[src/rtl/tdm_inj_pkg.sv]
package tdm_inj_pkg;
  typedef enum logic [1:0] {
    WK_IDLE = 2'd0,
    WK_HDR  = 2'd1,
    WK_DATA = 2'd2
  } word_kind_e;
endpackage

[src/rtl/tdm_slot_timer.sv]
module tdm_slot_timer #(
  parameter int SLOTS      = 8,
  parameter int FLIT_WORDS = 3,
  localparam int SW = (SLOTS > 1) ? $clog2(SLOTS) : 1,
  localparam int WW = (FLIT_WORDS > 1) ? $clog2(FLIT_WORDS) : 1
) (
  input  logic          clk,
  input  logic          rst,
  output logic [SW-1:0] slot_idx,
  output logic [WW-1:0] word_idx,
  output logic          table_wrap
);
  logic last_word, last_slot;

  assign last_word  = (word_idx == WW'(FLIT_WORDS - 1));
  assign last_slot  = (slot_idx == SW'(SLOTS - 1));
  assign table_wrap = last_word && last_slot;

  always_ff @(posedge clk) begin
    if (rst) begin
      word_idx <= '0;
      slot_idx <= '0;
    end else if (last_word) begin
      word_idx <= '0;
      slot_idx <= last_slot ? '0 : slot_idx + 1'b1;
    end else begin
      word_idx <= word_idx + 1'b1;
    end
  end
endmodule

[src/rtl/tdm_slot_table.sv]
module tdm_slot_table #(
  parameter int SLOTS = 8
) (
  input  logic             clk,
  input  logic             rst,
  input  logic             table_wrap,
  input  logic [SLOTS-1:0] cfg_map,
  output logic [SLOTS-1:0] live_map
);
  always_ff @(posedge clk) begin
    if (rst || table_wrap) live_map <= cfg_map;
  end
endmodule

[src/rtl/tdm_word_buffer.sv]
module tdm_word_buffer #(
  parameter int DW    = 32,
  parameter int DEPTH = 16,
  localparam int AW = (DEPTH > 1) ? $clog2(DEPTH) : 1,
  localparam int CW = $clog2(DEPTH + 1)
) (
  input  logic          clk,
  input  logic          rst,
  input  logic          in_valid,
  output logic          in_ready,
  input  logic [DW-1:0] in_data,
  input  logic          pop,
  output logic          nonempty,
  output logic [DW-1:0] rd_data,
  output logic [CW-1:0] occ
);
  logic [DW-1:0] mem [DEPTH];
  logic [AW-1:0] wr_ptr, rd_ptr;
  logic          stg_v;
  logic [DW-1:0] stg_d;
  logic          accept;

  assign in_ready = ({1'b0, occ} + (CW+1)'(stg_v)) < (CW+1)'(DEPTH);
  assign accept   = in_valid && in_ready;
  assign nonempty = (occ != '0);
  assign rd_data  = mem[rd_ptr];

  always_ff @(posedge clk) begin
    if (stg_v) mem[wr_ptr] <= stg_d;
  end

  always_ff @(posedge clk) begin
    if (rst) begin
      stg_v  <= 1'b0;
      stg_d  <= '0;
      wr_ptr <= '0;
      rd_ptr <= '0;
      occ    <= '0;
    end else begin
      stg_v <= accept;
      if (accept) stg_d <= in_data;
      if (stg_v) wr_ptr <= wr_ptr + 1'b1;
      if (pop)   rd_ptr <= rd_ptr + 1'b1;
      occ <= occ + CW'(stg_v) - CW'(pop);
    end
  end
endmodule

[src/rtl/tdm_flit_injector.sv]
module tdm_flit_injector
  import tdm_inj_pkg::*;
#(
  parameter int DW         = 32,
  parameter int SLOTS      = 8,
  parameter int FLIT_WORDS = 3,
  parameter int MAX_FLITS  = 4,
  parameter int DEPTH      = 16,
  parameter int CRED_W     = 8
) (
  input  logic              clk,
  input  logic              rst,
  input  logic [SLOTS-1:0]  cfg_slot_map,
  input  logic [CRED_W-1:0] credits,
  input  logic              in_valid,
  output logic              in_ready,
  input  logic [DW-1:0]     in_data,
  output logic              out_valid,
  output logic              out_hdr,
  output logic [DW-1:0]     out_data
);
  localparam int SW = (SLOTS > 1) ? $clog2(SLOTS) : 1;
  localparam int WW = (FLIT_WORDS > 1) ? $clog2(FLIT_WORDS) : 1;
  localparam int PW = $clog2(MAX_FLITS + 1);
  localparam int CW = $clog2(DEPTH + 1);

  logic [SW-1:0]    slot_idx;
  logic [WW-1:0]    word_idx;
  logic             table_wrap;
  logic [SLOTS-1:0] live_map;
  logic             have_word;
  logic [DW-1:0]    head_word;
  logic [CW-1:0]    buf_occ;
  logic             pop;

  logic             slot_on;
  logic             pkt_open;
  logic [PW-1:0]    flit_cnt;
  logic             slot_go;
  logic             need_hdr;
  logic             cred_ok;
  word_kind_e       kind;

  tdm_slot_timer #(.SLOTS(SLOTS), .FLIT_WORDS(FLIT_WORDS)) u_timer (
    .clk(clk), .rst(rst), .slot_idx(slot_idx), .word_idx(word_idx),
    .table_wrap(table_wrap)
  );

  tdm_slot_table #(.SLOTS(SLOTS)) u_table (
    .clk(clk), .rst(rst), .table_wrap(table_wrap),
    .cfg_map(cfg_slot_map), .live_map(live_map)
  );

  tdm_word_buffer #(.DW(DW), .DEPTH(DEPTH)) u_buf (
    .clk(clk), .rst(rst), .in_valid(in_valid), .in_ready(in_ready),
    .in_data(in_data), .pop(pop), .nonempty(have_word),
    .rd_data(head_word), .occ(buf_occ)
  );

  // Slot-start and per-word decision
  always_comb begin
    cred_ok  = (credits != '0);
    slot_go  = live_map[slot_idx] && have_word && cred_ok;
    need_hdr = !pkt_open || (flit_cnt == PW'(MAX_FLITS));
    kind     = WK_IDLE;
    if (word_idx == '0) begin
      if (slot_go) kind = need_hdr ? WK_HDR : WK_DATA;
    end else if (slot_on && have_word && cred_ok) begin
      kind = WK_DATA;
    end
  end

  assign pop = (kind == WK_DATA);

  // Packet state, updated at word 0 of each slot
  always_ff @(posedge clk) begin
    if (rst) begin
      slot_on  <= 1'b0;
      pkt_open <= 1'b0;
      flit_cnt <= '0;
    end else if (word_idx == '0) begin
      slot_on <= slot_go;
      if (slot_go) begin
        pkt_open <= 1'b1;
        flit_cnt <= need_hdr ? PW'(1) : flit_cnt + 1'b1;
      end else begin
        pkt_open <= 1'b0;
      end
    end
  end

  // Registered output word
  always_ff @(posedge clk) begin
    if (rst) begin
      out_valid <= 1'b0;
      out_hdr   <= 1'b0;
      out_data  <= '0;
    end else begin
      out_valid <= (kind != WK_IDLE);
      out_hdr   <= (kind == WK_HDR);
      case (kind)
        WK_HDR:  out_data <= DW'(slot_idx);
        WK_DATA: out_data <= head_word;
        default: out_data <= '0;
      endcase
    end
  end
endmodule

[config.mk]
export PLATFORM = sky130hd
export DESIGN_NAME = tdm_flit_injector
export DESIGN_NICKNAME = d
export VERILOG_FILES = /design/src/rtl/tdm_inj_pkg.sv /design/src/rtl/tdm_slot_timer.sv /design/src/rtl/tdm_slot_table.sv /design/src/rtl/tdm_word_buffer.sv /design/src/rtl/tdm_flit_injector.sv
export SDC_FILE = /design/constraint.sdc
export NUM_CORES = 1
export LEC_CHECK = 0
export BUFFER_PORTS_ARGS = -buffer_cell sky130_fd_sc_hd__buf_2
export CORE_ASPECT_RATIO = 1.5
export CORE_MARGIN = 3
export CORE_UTILIZATION = 35
export DETAILED_ROUTE_END_ITERATION = 16
export PLACE_DENSITY = 0.58
export SETUP_SLACK_MARGIN = 0.4
export SLEW_MARGIN = 30
export SYNTH_ARGS = -nofsm -noshare
export SYNTH_HDL_FRONTEND = slang
export SYNTH_HIERARCHICAL = 1
export SYNTH_SLANG_ARGS = --single-unit
[constraint.sdc]
create_clock -name clk -period 6.9 [get_ports clk]
set_clock_uncertainty 0.2 [all_clocks]
set_input_delay 1.38 -clock clk [delete_from_list [all_inputs] [get_ports clk]]
set_output_delay 1.38 -clock clk [all_outputs]
set_load 0.02 [all_outputs]
==> results of run 1 <==
==> kinds of logic after synthesis <==
group	after synthesis	synth area share [%]
flip-flops	613	75.02
AO/OA/AOI/OAI	82	2.658
buffers and inverters	76	1.488
AND/OR/NAND/NOR	212	5.107
XOR/XNOR	9	0.3384
adder cells (fa/ha/maj)	24	1.321
multiplexers	166	14.07
==> layout make-up <==
type | instances | share of cell area (%)
Inverter | 15 | 0.2096
Tap cell | 877 | 4.086
Clock buffer | 74 | 6.056
Multi-Input combinational cell | 493 | 20.58
Sequential cell | 613 | 65.10
Clock inverter | 34 | 1.523
Timing Repair Buffer | 112 | 2.450
==> critical path: cells and delay by family <==
kind / cells / cell delay (ps)
AOI/OAI and AO/OA: 3 / 430
adders and majority gates: 4 / 1220
and+or+nand+nor: 5 / 1140
buffers and inverters: 4 / 310
==> final timing paths <==
| kind | end | slack [ps] | depth (start not counted) |
|---|---|---|---|
| setup / recovery | u_buf/occ[4]$_SDFF_PP0_ | 2660 | 16 |
| hold / removal | u_timer/word_idx[0]$_SDFF_PP0_ | 270 | 1 |
| setup reg to reg | u_buf/occ[4]$_SDFF_PP0_ | 3010 | 15 |
| hold reg to reg | u_timer/word_idx[0]$_SDFF_PP0_ | 270 | 1 |
==> state kept, by name (all words and copies together) (netlist names), 2 cells and up, named ones only <==
register / flops
u_buf/mem: 512
u_table/live_map: 8
flit_cnt: 3
u_buf/stg_d: 32
u_buf/wr_ptr: 4
u_timer/word_idx: 2
u_buf/rd_ptr: 4
u_timer/slot_idx: 3
out_data: 32
u_buf/occ: 5
==> cells in the mapped netlist, types with 2 or more instances <==
cell / instances / share of area (%)
edfxtp_1: 520 / 67
a21oi_1: 5 / 0.11
inv_1: 15 / 0.24
nor2_1: 25 / 0.40
nor3_1: 3 / 0.064
and2_1: 49 / 1.3
buf_1: 9 / 0.14
buf_2: 9 / 0.19
nand2_1: 40 / 0.64
nor2b_1: 7 / 0.19
ha_1: 23 / 1.2
nand4_1: 4 / 0.11
dfxtp_1: 93 / 8.0
a22oi_1: 67 / 2.2
mux2i_1: 35 / 1.5
nand4b_1: 2 / 0.075
mux4_2: 129 / 12
and3_1: 2 / 0.054
o21ai_0: 2 / 0.043
mux2_2: 2 / 0.097
xor2_1: 6 / 0.23
or4_4: 2 / 0.097
clkbuf_1: 29 / 0.47
nand2b_1: 69 / 1.9
buf_4: 13 / 0.42
xnor2_1: 3 / 0.11
==> cells in the final DEF, fill, tap and decap left out, types with 23 or more instances in the layout <==
cell type / n
edfxtp_1: 520
ha_1: 23
and2_1: 32
clkbuf_16: 62
a22oi_1: 67
nand2_1: 40
mux4_2: 129
dfxtp_1: 91
nand2b_1: 69
mux2i_1: 35
nor2_1: 24
buf_4: 25
buf_2: 84
==> power by group through the flow <==
| stage | Clock [mW] | Combinational, mW | Sequential, mW |
|---|---|---|---|
| after CTS | 3.44 | 0.650 | 4.34 |
| after floorplan | 0 | 0.504 | 4.35 |
| after detailed placement | 0 | 0.647 | 4.42 |
| after global placement | 0 | 0.632 | 4.41 |
| final | 3.35 | 0.629 | 4.34 |
| after global routing | 3.58 | 0.699 | 4.36 |
==> through the flow <==
stage,utilization (%),power [mW],hold slack [ps]
6_report,40.84,8.319,274.9
5_1_grt,40.84,8.642,310.5
4_1_cts,40.84,8.427,277.6
3_5_place_dp,37.75,5.068,268.2
3_3_place_gp,37.70,5.039,256.9
2_1_floorplan,-,4.859,231.9
==> metal layers <==
| layer | up-vias | wire (µm) | share of wire (%) | global-route usage [%] |
|---|---|---|---|---|
| met2 | 294 | 26660 | 53 | 26.13 |
| li1 | 4914 | - | - | - |
| met3 | 77 | 2470 | 4.9 | 2.293 |
| met5 | - | 0 | 0 | 0 |
| met1 | 5852 | 19980 | 40 | 18.09 |
| met4 | 0 | 1200 | 2.4 | 4.205 |
==> reports/metrics.cfg, run 1 <==
[floorplanning]
dieWidth_um=216.7
fp.dieH_um=322.0
rows=115
start_util_pct=35.43
io_pins=86
core_area_um2=65760
dieArea_um2=69760

[clocking]
ctsResizeCount=0
tritoncts=done
path_clk_slew_ps=60
root_buffer=clkbuf_16
clockBufferDepth=3
clk_latency_ps=610
cts_made_buffers=57
cts_sinks=613
post_cts_buffers=0
holdBufCountCts=0
cts_max_level=2

[setup_path]
path_cells=buf_2 -> or4_4 -> o21ai_4 -> nor4_1 -> nor2_1 -> inv_1 -> ha_1 -> ha_1 -> inv_1 -> ha_1 -> inv_1 -> fa_1 -> nand2b_1 -> a21oi_1 -> or3_1 -> a21oi_1
setup.worst_path.start=credits[5]
endpoint_kind=flip-flop
critical-path-max-stage-delay_ps=540
critical_path.max_fanout=8
crit-reg2reg-launch=u_timer/slot_idx[0]$_SDFFE_PP0P_
cp_data_required_time_ps=7140
crit_type=primary input to flip-flop
cpMaxStageDelayCell=or4_4
cp.arrival_ps=4480
worstSetupStartpointType=primary input

[placement]
place_inst=2110
dp_slack_ps=2046
dp_hpwl_um=25860
place.gp.congestion=0.6864
port_buffers=85
placed_area_um2=24820

[outcome]
status=complete, no violations

[timing]
period_needed_ps=4241
finalSetupTns_ps=0
hold_viol_final=0
fmax_ghz=0.2358
fin_ws_ps=2659
setup_viol=0
relSlewSlack_pct=46.23
slew_viol_final=0
fin_crit_sh_pct=61.46
tightest_slew_ps=806.6
rsz0062_at_grt=no

[logic_synthesis]
synth_area_um2=23300
synth.distinct_cells=45
synth_edf_count=520
syn_inst=1182
ys.warnings.count=6
async_reset_ff_share_pct=0
ys_ff_latch=613
syn_area_per_cell_um2=19.71
ys.flop_type=edfxtp_1
synth_fp_nets=1257
seq_area_frac_synth_pct=75.02

[route]
drt_first_pass_iters=5
drc_errors=0
drt-vias-per-instance=5.021
wl_per_cell_um=22.68
dr_total_vias=11140
drt_wl_total_um=50310
drt_iter0_drc=799
ant_nets=0

[power]
p_clk_share_pct=40.3
powerDensity_nw_per_um2=309.7
internal-power_mw=6.501
comb_power_share_pct=7.6
switching_share_pct=21.85
p_sw_mw=1.818
irDropWorstVdd_v=0.0001927
p_leak_nw=8.836
seqPwrFrac_pct=52.1

[final_layout]
layout.cells.non_filler=2218
multi_input_area_um2=5527
areaGrowthSynthToFinish_pct=15.28
num_antenna_cells=0
nFillCells=5826
fin_nets=1367
final_area_um2=26860
drive_gt1_share_pct=27.37
regArea_um2=17480

[global_route]
grt_first_pass_wirelength_um=75760
antenna_found_initial=0
track_usage_pct=14.51
grt_overflow=0
grt_pass1_vias=12170
grt_max_degree=93

[job]
maxCapViolCount=0

[worst_hold_path]
worstHoldStart=u_timer/word_idx[0]$_SDFF_PP0_
hp-class=flip-flop to flip-flop

(Power assumes the default switching activity.)
==> run 2: changes to the inputs <==
--- a/config.mk
+++ b/config.mk
@@ -10,7 +10,7 @@
 export CORE_MARGIN = 3
 export CORE_UTILIZATION = 35
 export DETAILED_ROUTE_END_ITERATION = 16
-export PLACE_DENSITY = 0.58
+export PLACE_DENSITY = 0.6
 export SETUP_SLACK_MARGIN = 0.4
 export SLEW_MARGIN = 30
 export SYNTH_ARGS = -nofsm -noshare
==> constraint.sdc (replaced) <==
create_clock -name clk -period 3.5 [get_ports clk]
set_clock_uncertainty 0.2 [all_clocks]
set_input_delay 0.7 -clock clk [delete_from_list [all_inputs] [get_ports clk]]
set_output_delay 0.7 -clock clk [all_outputs]
set_load 0.02 [all_outputs]
==> run 2 against run 1 <==
Against the previous run: sequential power rose by 96%; global-route usage fell by 0.091 points; combinational power rose by 120%; critical path depth fell by 1; clock-buffer cell count rose by 7; register-to-register slack got worse by 2600 ps; non-clock buffer count rose by 20; flip-flop and latch count did not move; critical path type is now flip-flop to flip-flop.
==> reports/metrics.cfg, run 2 (synthesized netlist as in run 1, its figures left out) <==
[outcome]
status=complete, no violations

[route]
drc_errors=0  ; unchanged
wl_per_cell_um=22.20  ; -2.1%
drt-vias-per-instance=5.003  ; -0.36%
dr_total_vias=11170  ; +0.31%
ant_nets=0  ; unchanged
drt_first_pass_iters=5  ; unchanged
drt_wl_total_um=49570  ; -1.5%
drt_iter0_drc=752  ; -5.9%

[floorplanning]
dieArea_um2=69760  ; unchanged
rows=115  ; unchanged
fp.dieH_um=322.0  ; unchanged
core_area_um2=65760  ; unchanged
start_util_pct=35.43  ; unchanged
io_pins=86  ; unchanged
dieWidth_um=216.7  ; unchanged

[setup_path]
endpoint=u_buf/occ[4]$_SDFF_PP0_
endpoint_kind=flip-flop
setup.worst_path.start=u_timer/slot_idx[0]$_SDFFE_PP0P_
crit-reg2reg-launch=u_timer/slot_idx[0]$_SDFFE_PP0P_
cp_data_required_time_ps=3810  ; -3330 ps
cp.arrival_ps=3400  ; -1080 ps
critical-path-max-stage-delay_ps=530  ; about the same
r2r_cells=15  ; unchanged
crit_type=flip-flop to flip-flop
worstSetupStartpointType=flip-flop
rrSetupSlack_ps=410  ; -2600 ps
cpMaxStageDelayCell=mux4_2
cp_common_cell=ha_4
critical_path.max_fanout=2  ; -6
r2r-end=u_buf/occ[4]$_SDFF_PP0_
path_cells=mux4_2 -> o21ai_4 -> nor4_2 -> nor2_1 -> inv_1 -> ha_4 -> ha_4 -> inv_2 -> ha_4 -> inv_2 -> fa_2 -> nand2b_4 -> a21oi_2 -> or3_1 -> a21oi_1

[final_layout]
final_common_cell=edfxtp_1
largest_reg_flops=512  ; unchanged
largestRegisters=u_buf/mem: 512 flops, out_data: 32 flops, u_buf/stg_d: 32 flops
largest_register=u_buf/mem
num_antenna_cells=0  ; unchanged
final_area_um2=27140  ; +1.0%
layout_common_cells=edfxtp_1 (520), mux4_2 (129), dfxtp_1 (88)
fin_nets=1386  ; +1.4%
regArea_um2=17490  ; about the same
final_util_pct=41.27  ; +0.42 points
multi_input_area_um2=5598  ; +1.3%
nFillCells=5844  ; +0.31%
drive_gt1_share_pct=29.50  ; +2.1 points
areaGrowthSynthToFinish_pct=16.48

[power]
powerDensity_nw_per_um2=595.6  ; +92%
p_leak_nw=8.927  ; +1.0%
finalPower_mw=16.16  ; +94%
irDropWorstVdd_v=0.0003690  ; +91%

[timing]
fmax_ghz=0.3240
fin_crit_sh_pct=88.19
slew_viol_final=0  ; unchanged
hold_viol_final=0  ; unchanged
setup_viol=0  ; unchanged
finalSetupTns_ps=0  ; unchanged
relSlewSlack_pct=39.24  ; -7.0 points
rsz0062_at_grt=yes
tightest_slew_ps=911.4  ; +104.8 ps
period_needed_ps=3087

[placement]
placed_area_um2=25180  ; +1.5%
dp_hpwl_um=27940  ; +8.1%
port_buffers=85  ; unchanged
place.gp.congestion=0.6903  ; +0.57%

[worst_hold_path]
hp-class=primary input to flip-flop

[global_route]
grt_overflow=0  ; unchanged
grt_pass1_vias=12150  ; -0.16%
grt_first_pass_wirelength_um=75780  ; about the same
track_usage_pct=14.42  ; -0.091 points
grt_max_degree=65  ; -30%
antenna_found_initial=1  ; +1

[clocking]
cts_max_level=2  ; unchanged
tritoncts=done
clockBufferDepth=3  ; unchanged
root_buffer=clkbuf_16
cts_made_buffers=56  ; -1.8%
clk_latency_ps=590  ; -20 ps
path_clk_slew_ps=60  ; about the same
holdBufCountCts=0  ; unchanged
cts_sinks=613  ; unchanged

[job]
maxCapViolCount=0  ; unchanged

[run 2: repair_timing]
item,in CTS,in global routing
resized for setup,4,4
pin swaps,1,3
buffers inserted,1,1
setup endpoints to repair,1,2
[run 2: power by group]
group | internal, mW | switching, mW
clock | 3.63 | 2.62
sequential | 8.24 | 0.276
combinational | 0.716 | 0.684
total | 12.6 | 3.58
[run 2: critical path, delay by kind of cell, from the launching register on]
family	cells	cell delay, ps
AO/OA/AOI/OAI	3	340
adder cells (fa/ha/maj)	4	790
buffers and inverters	3	180
flip-flops	1	340
multiplexers	1	530
AND/OR/NAND/NOR	4	650
[run 2: metal layers]
layer,vias to the layer above,part of all wire (%),track usage [%]
li1,4948,-,-
met2,315,53,25.49
met5,-,0,0
met1,5840,40,18.60
met4,0,2.5,4.424
met3,69,4.9,1.831
[run 2: worst min-delay path by stage]
stage | start | end | slack, ps | cells after the start
after floorplan | u_timer/word_idx[0]$_SDFF_PP0_ | u_timer/word_idx[0]$_SDFF_PP0_ | 230 | 1
after global placement | u_timer/word_idx[0]$_SDFF_PP0_ | u_timer/word_idx[0]$_SDFF_PP0_ | 260 | 1
after detailed placement | u_timer/word_idx[0]$_SDFF_PP0_ | u_timer/word_idx[0]$_SDFF_PP0_ | 280 | 1
after CTS | cfg_slot_map[0] | u_table/live_map[0]$_DFFE_PP_ | 60 | 1
after global routing | cfg_slot_map[0] | u_table/live_map[0]$_DFFE_PP_ | 70 | 1
final | cfg_slot_map[0] | u_table/live_map[0]$_DFFE_PP_ | 90 | 1
[run 2: stage by stage]
step	std cells	worst slack, ps	hold slack, ps
floorplan	1182	1.688	231.9
global placement	2128	-58.33	263.4
detailed placement	2128	-115.6	280.8
CTS	2232	374.7	59.27
global route	2233	266.3	74.80
finish	2233	413.3	91.15
[run 2: final cells by class]
cell class	count	share of cell area, %
tap	877	4.044
sequential	613	64.44
multi-input combinational	493	20.63
timing repair buffer	132	3.629
clock inverter	22	0.8622
inverter	15	0.2075
clock buffer	81	6.187
==> run 3: changes to the inputs <==
--- a/config.mk
+++ b/config.mk
@@ -11,9 +11,9 @@
 export CORE_UTILIZATION = 35
 export DETAILED_ROUTE_END_ITERATION = 16
 export PLACE_DENSITY = 0.6
+export REMOVE_ABC_BUFFERS = 1
 export SETUP_SLACK_MARGIN = 0.4
 export SLEW_MARGIN = 30
 export SYNTH_ARGS = -nofsm -noshare
 export SYNTH_HDL_FRONTEND = slang
-export SYNTH_HIERARCHICAL = 1
 export SYNTH_SLANG_ARGS = --single-unit
==> run 3 against run 2 <==
Against the previous run: die area is 0.16% lower; area after synthesis down 0.17%; cell count down 0.99%; first-iteration DRC count up 24%; register-to-register slack better by 20 ps; worst setup slack better by 17 ps; hold slack lost 22 ps; non-clock buffer count up 7; sequential share of layout area fell by 0.094 points; combinational power is essentially flat; largest cell class unchanged; largest power group unchanged.
==> reports/metrics.cfg, run 3 <==
[logic_synthesis]
synth_top_area_share_pct=67.14  ; +0.11 points
syn_inst=1161  ; -1.8%
yosys.area.top_type=edfxtp_1
synth_area_um2=23260  ; -0.17%
syn_area_per_cell_um2=20.03  ; +1.6%
synth.distinct_cells=43  ; -4.4%
ys_ff_latch=613  ; unchanged
yosysMostFrequentCell=edfxtp_1
synth_edf_count=520  ; unchanged
async_reset_ff_share_pct=0  ; unchanged
seq_area_frac_synth_pct=75.14  ; +0.13 points
synth_commonest_cells=edfxtp_1 (520), mux4_2 (129), dfxtp_1 (93)
ys.flop_type=edfxtp_1
yosys-top-cells-area=edfxtp_1 (67%), mux4_2 (12%), dfxtp_1 (8.0%)
ys.warnings.count=0  ; -6

[global_route]
grt_pass1_vias=12040  ; -0.91%
antenna_found_initial=0  ; -1
track_usage_pct=15.54  ; +1.1 points
grt_first_pass_wirelength_um=79890  ; +5.4%
grt_max_degree=55  ; -15%
grt_overflow=0  ; unchanged

[setup_path]
worstSetupStartpointType=flip-flop
crit-reg2reg-launch=u_table.live_map[0]$_DFFE_PP_
endpoint_kind=flip-flop
rrSetupSlack_ps=430  ; +20 ps
critical_path.max_fanout=2  ; unchanged
cp_data_required_time_ps=3830  ; +20 ps
crit_type=flip-flop to flip-flop
cp.arrival_ps=3400  ; about the same
r2r_cells=14  ; -1
r2r-end=u_buf.occ[4]$_SDFF_PP0_

[clocking]
holdBufCountCts=0  ; unchanged
cts_made_buffers=55  ; -1.8%
tritoncts=done
cts_sinks=613  ; unchanged
clockBufferDepth=3  ; unchanged
path_clk_slew_ps=60  ; about the same
cts_max_level=2  ; unchanged
clk_latency_ps=610  ; +20 ps
root_buffer=clkbuf_16

[outcome]
status=complete, no violations

[timing]
period_needed_ps=3069  ; -17.21 ps
fin_crit_sh_pct=87.70  ; -0.49 points
setup_viol=0  ; unchanged
timing.hold.ws_ps=69.00  ; -22.16 ps
rsz0062_at_grt=yes
hold_viol_final=0  ; unchanged
tightest_slew_ps=734.0  ; -177.4 ps
slew_viol_final=0  ; unchanged
fmax_ghz=0.3258  ; +0.56%
relSlewSlack_pct=51.07  ; +12 points

[final_layout]
final_common_cell=edfxtp_1
largest_register=u_buf.mem
final_area_um2=27180  ; +0.18%
areaGrowthSynthToFinish_pct=16.88
largestRegisters=u_buf.mem: 512 flops, out_data: 32 flops, u_buf.stg_d: 32 flops
layout_common_cells=edfxtp_1 (520), mux4_2 (130), dfxtp_1 (86)
largest_reg_flops=512  ; unchanged
drive_gt1_share_pct=29.91  ; +0.41 points
num_antenna_cells=0  ; unchanged
fin_nets=1362  ; -1.7%

[route]
dr_total_vias=11490  ; +2.8%
ant_nets=0  ; unchanged
drc_errors=0  ; unchanged
drt_first_pass_iters=5  ; unchanged
wl_per_cell_um=24.58  ; +11%
drt_iter0_drc=929  ; +24%
drt-vias-per-instance=5.195  ; +3.8%
drt_wl_total_um=54360  ; +9.7%

[worst_hold_path]
worstHoldStart=cfg_slot_map[6]
worstHoldPathCells=1  ; unchanged
min_to=u_table.live_map[6]$_DFFE_PP_
hp-class=primary input to flip-flop

[power]
irDropWorstVdd_v=0.0004019  ; +8.9%
powerDensity_nw_per_um2=596.4  ; +0.13%
p_leak_nw=8.786  ; -1.6%

[job]
maxCapViolCount=0  ; unchanged

[floorplanning]
io_pins=86  ; unchanged
core_area_um2=65760  ; unchanged
fp.dieH_um=321.7  ; about the same
start_util_pct=35.37  ; -0.059 points
dieArea_um2=69650  ; -0.16%
dieWidth_um=216.5  ; about the same
rows=115  ; unchanged

[placement]
place.gp.congestion=0.7104  ; +2.9%
dp_hpwl_um=31160  ; +12%
port_buffers=85  ; unchanged
placed_area_um2=25140  ; -0.17%

[run 3: changes by cell type in the layout (fill, tap and decap cells not counted), moves of 5 or more]
cell,before,now
a21oi_1,4,36
a21o_1,1,6
nand4_1,4,37
o22ai_1,0,31
nand2_1,39,9
a22oi_1,67,0
and2_1,32,1
mux2i_1,35,66
o31ai_1,1,33
nand2b_1,68,3
[run 3: cell families (layout without fill, tap and decap cells)]
family	after synthesis	in the layout	share of synthesized area (%)
flip-flops	613	613	75.14
multiplexers	198	198	15.54
AO/OA/AOI/OAI	119	119	3.276
AND/OR/NAND/NOR	110	110	2.663
buffers and inverters	86	259	1.641
adder cells (fa/ha/maj)	24	24	1.323
XOR/XNOR	11	11	0.4142
[run 3: worst max-delay path by stage]
stage                                              from                 endpoint  cells after the start
final                     u_table.live_map[0]$_DFFE_PP_  u_buf.occ[4]$_SDFF_PP0_                     14
after global routing      u_table.live_map[3]$_DFFE_PP_  u_buf.occ[4]$_SDFF_PP0_                     14
after CTS                 u_table.live_map[0]$_DFFE_PP_  u_buf.occ[4]$_SDFF_PP0_                     14
after detailed placement                     credits[1]  u_buf.occ[4]$_SDFF_PP0_                     14
after global placement                       credits[5]  u_buf.occ[4]$_SDFF_PP0_                     14
after floorplan                               flip-flop  out_data[25]$_SDFF_PP0_                      3
[run 3: per-stage QoR]
stage / setup TNS [ps] / utilization (%) / instances / setup WS, ps / power [mW]
4_1_cts: 0 / 41.30 / 2210 / 381.9 / 16.35
5_1_grt: 0 / 41.34 / 2211 / 301.6 / 16.77
6_report: 0 / 41.34 / 2211 / 430.6 / 16.21
3_3_place_gp: -16.42 / 38.23 / 2104 / -16.42 / 9.906
2_1_floorplan: -96730 / - / 1091 / -3342 / 9.469
3_5_place_dp: -130.3 / 38.23 / 2104 / -80.92 / 9.951
[run 3: report_power, final]
group	switching [mW]	total, mW	internal, mW
combinational	0.731	1.39	0.661
clock	2.65	6.37	3.72
sequential	0.256	8.45	8.20
total	3.63	16.2	12.6
[run 3: layout make-up]
| cell class | instances | area (µm²) |
|---|---|---|
| clock buffer | 77 | 1560 |
| multi-input combinational | 462 | 5535 |
| clock inverter | 27 | 366.6 |
| tap | 877 | 1097 |
| sequential | 613 | 17490 |
| inverter | 16 | 60.06 |
| timing repair buffer | 139 | 1072 |
| fill | 5776 | 38570 |
[run 3: what timing repair did]
action                     CTS  global route
setup buffers                2             1
gates cloned                 0             0
setup endpoints to repair   31            32
pin swaps                    9             6
resized for setup           21             4
[run 3: metal layers]
metal | global-route usage (%) | vias up | wire (µm)
met2 | 27.12 | 336 | 28020
met1 | 20.09 | 6054 | 22260
met4 | 4.760 | 0 | 1404
met5 | 0 | - | 0
met3 | 2.416 | 83 | 2669
li1 | - | 5013 | -
[run 3: worst max-delay path, cell delays in order (launching register included)]
cell and delay (ps):
edfxtp_1 380, mux4_2 520, o22ai_4 180, o31ai_4 90, and2_1 150, ha_2 200
ha_4 260, inv_2 30, ha_4 150, inv_2 40, fa_2 190, nand2b_4 120
a21oi_2 50, or3_1 310, a21oi_1 120
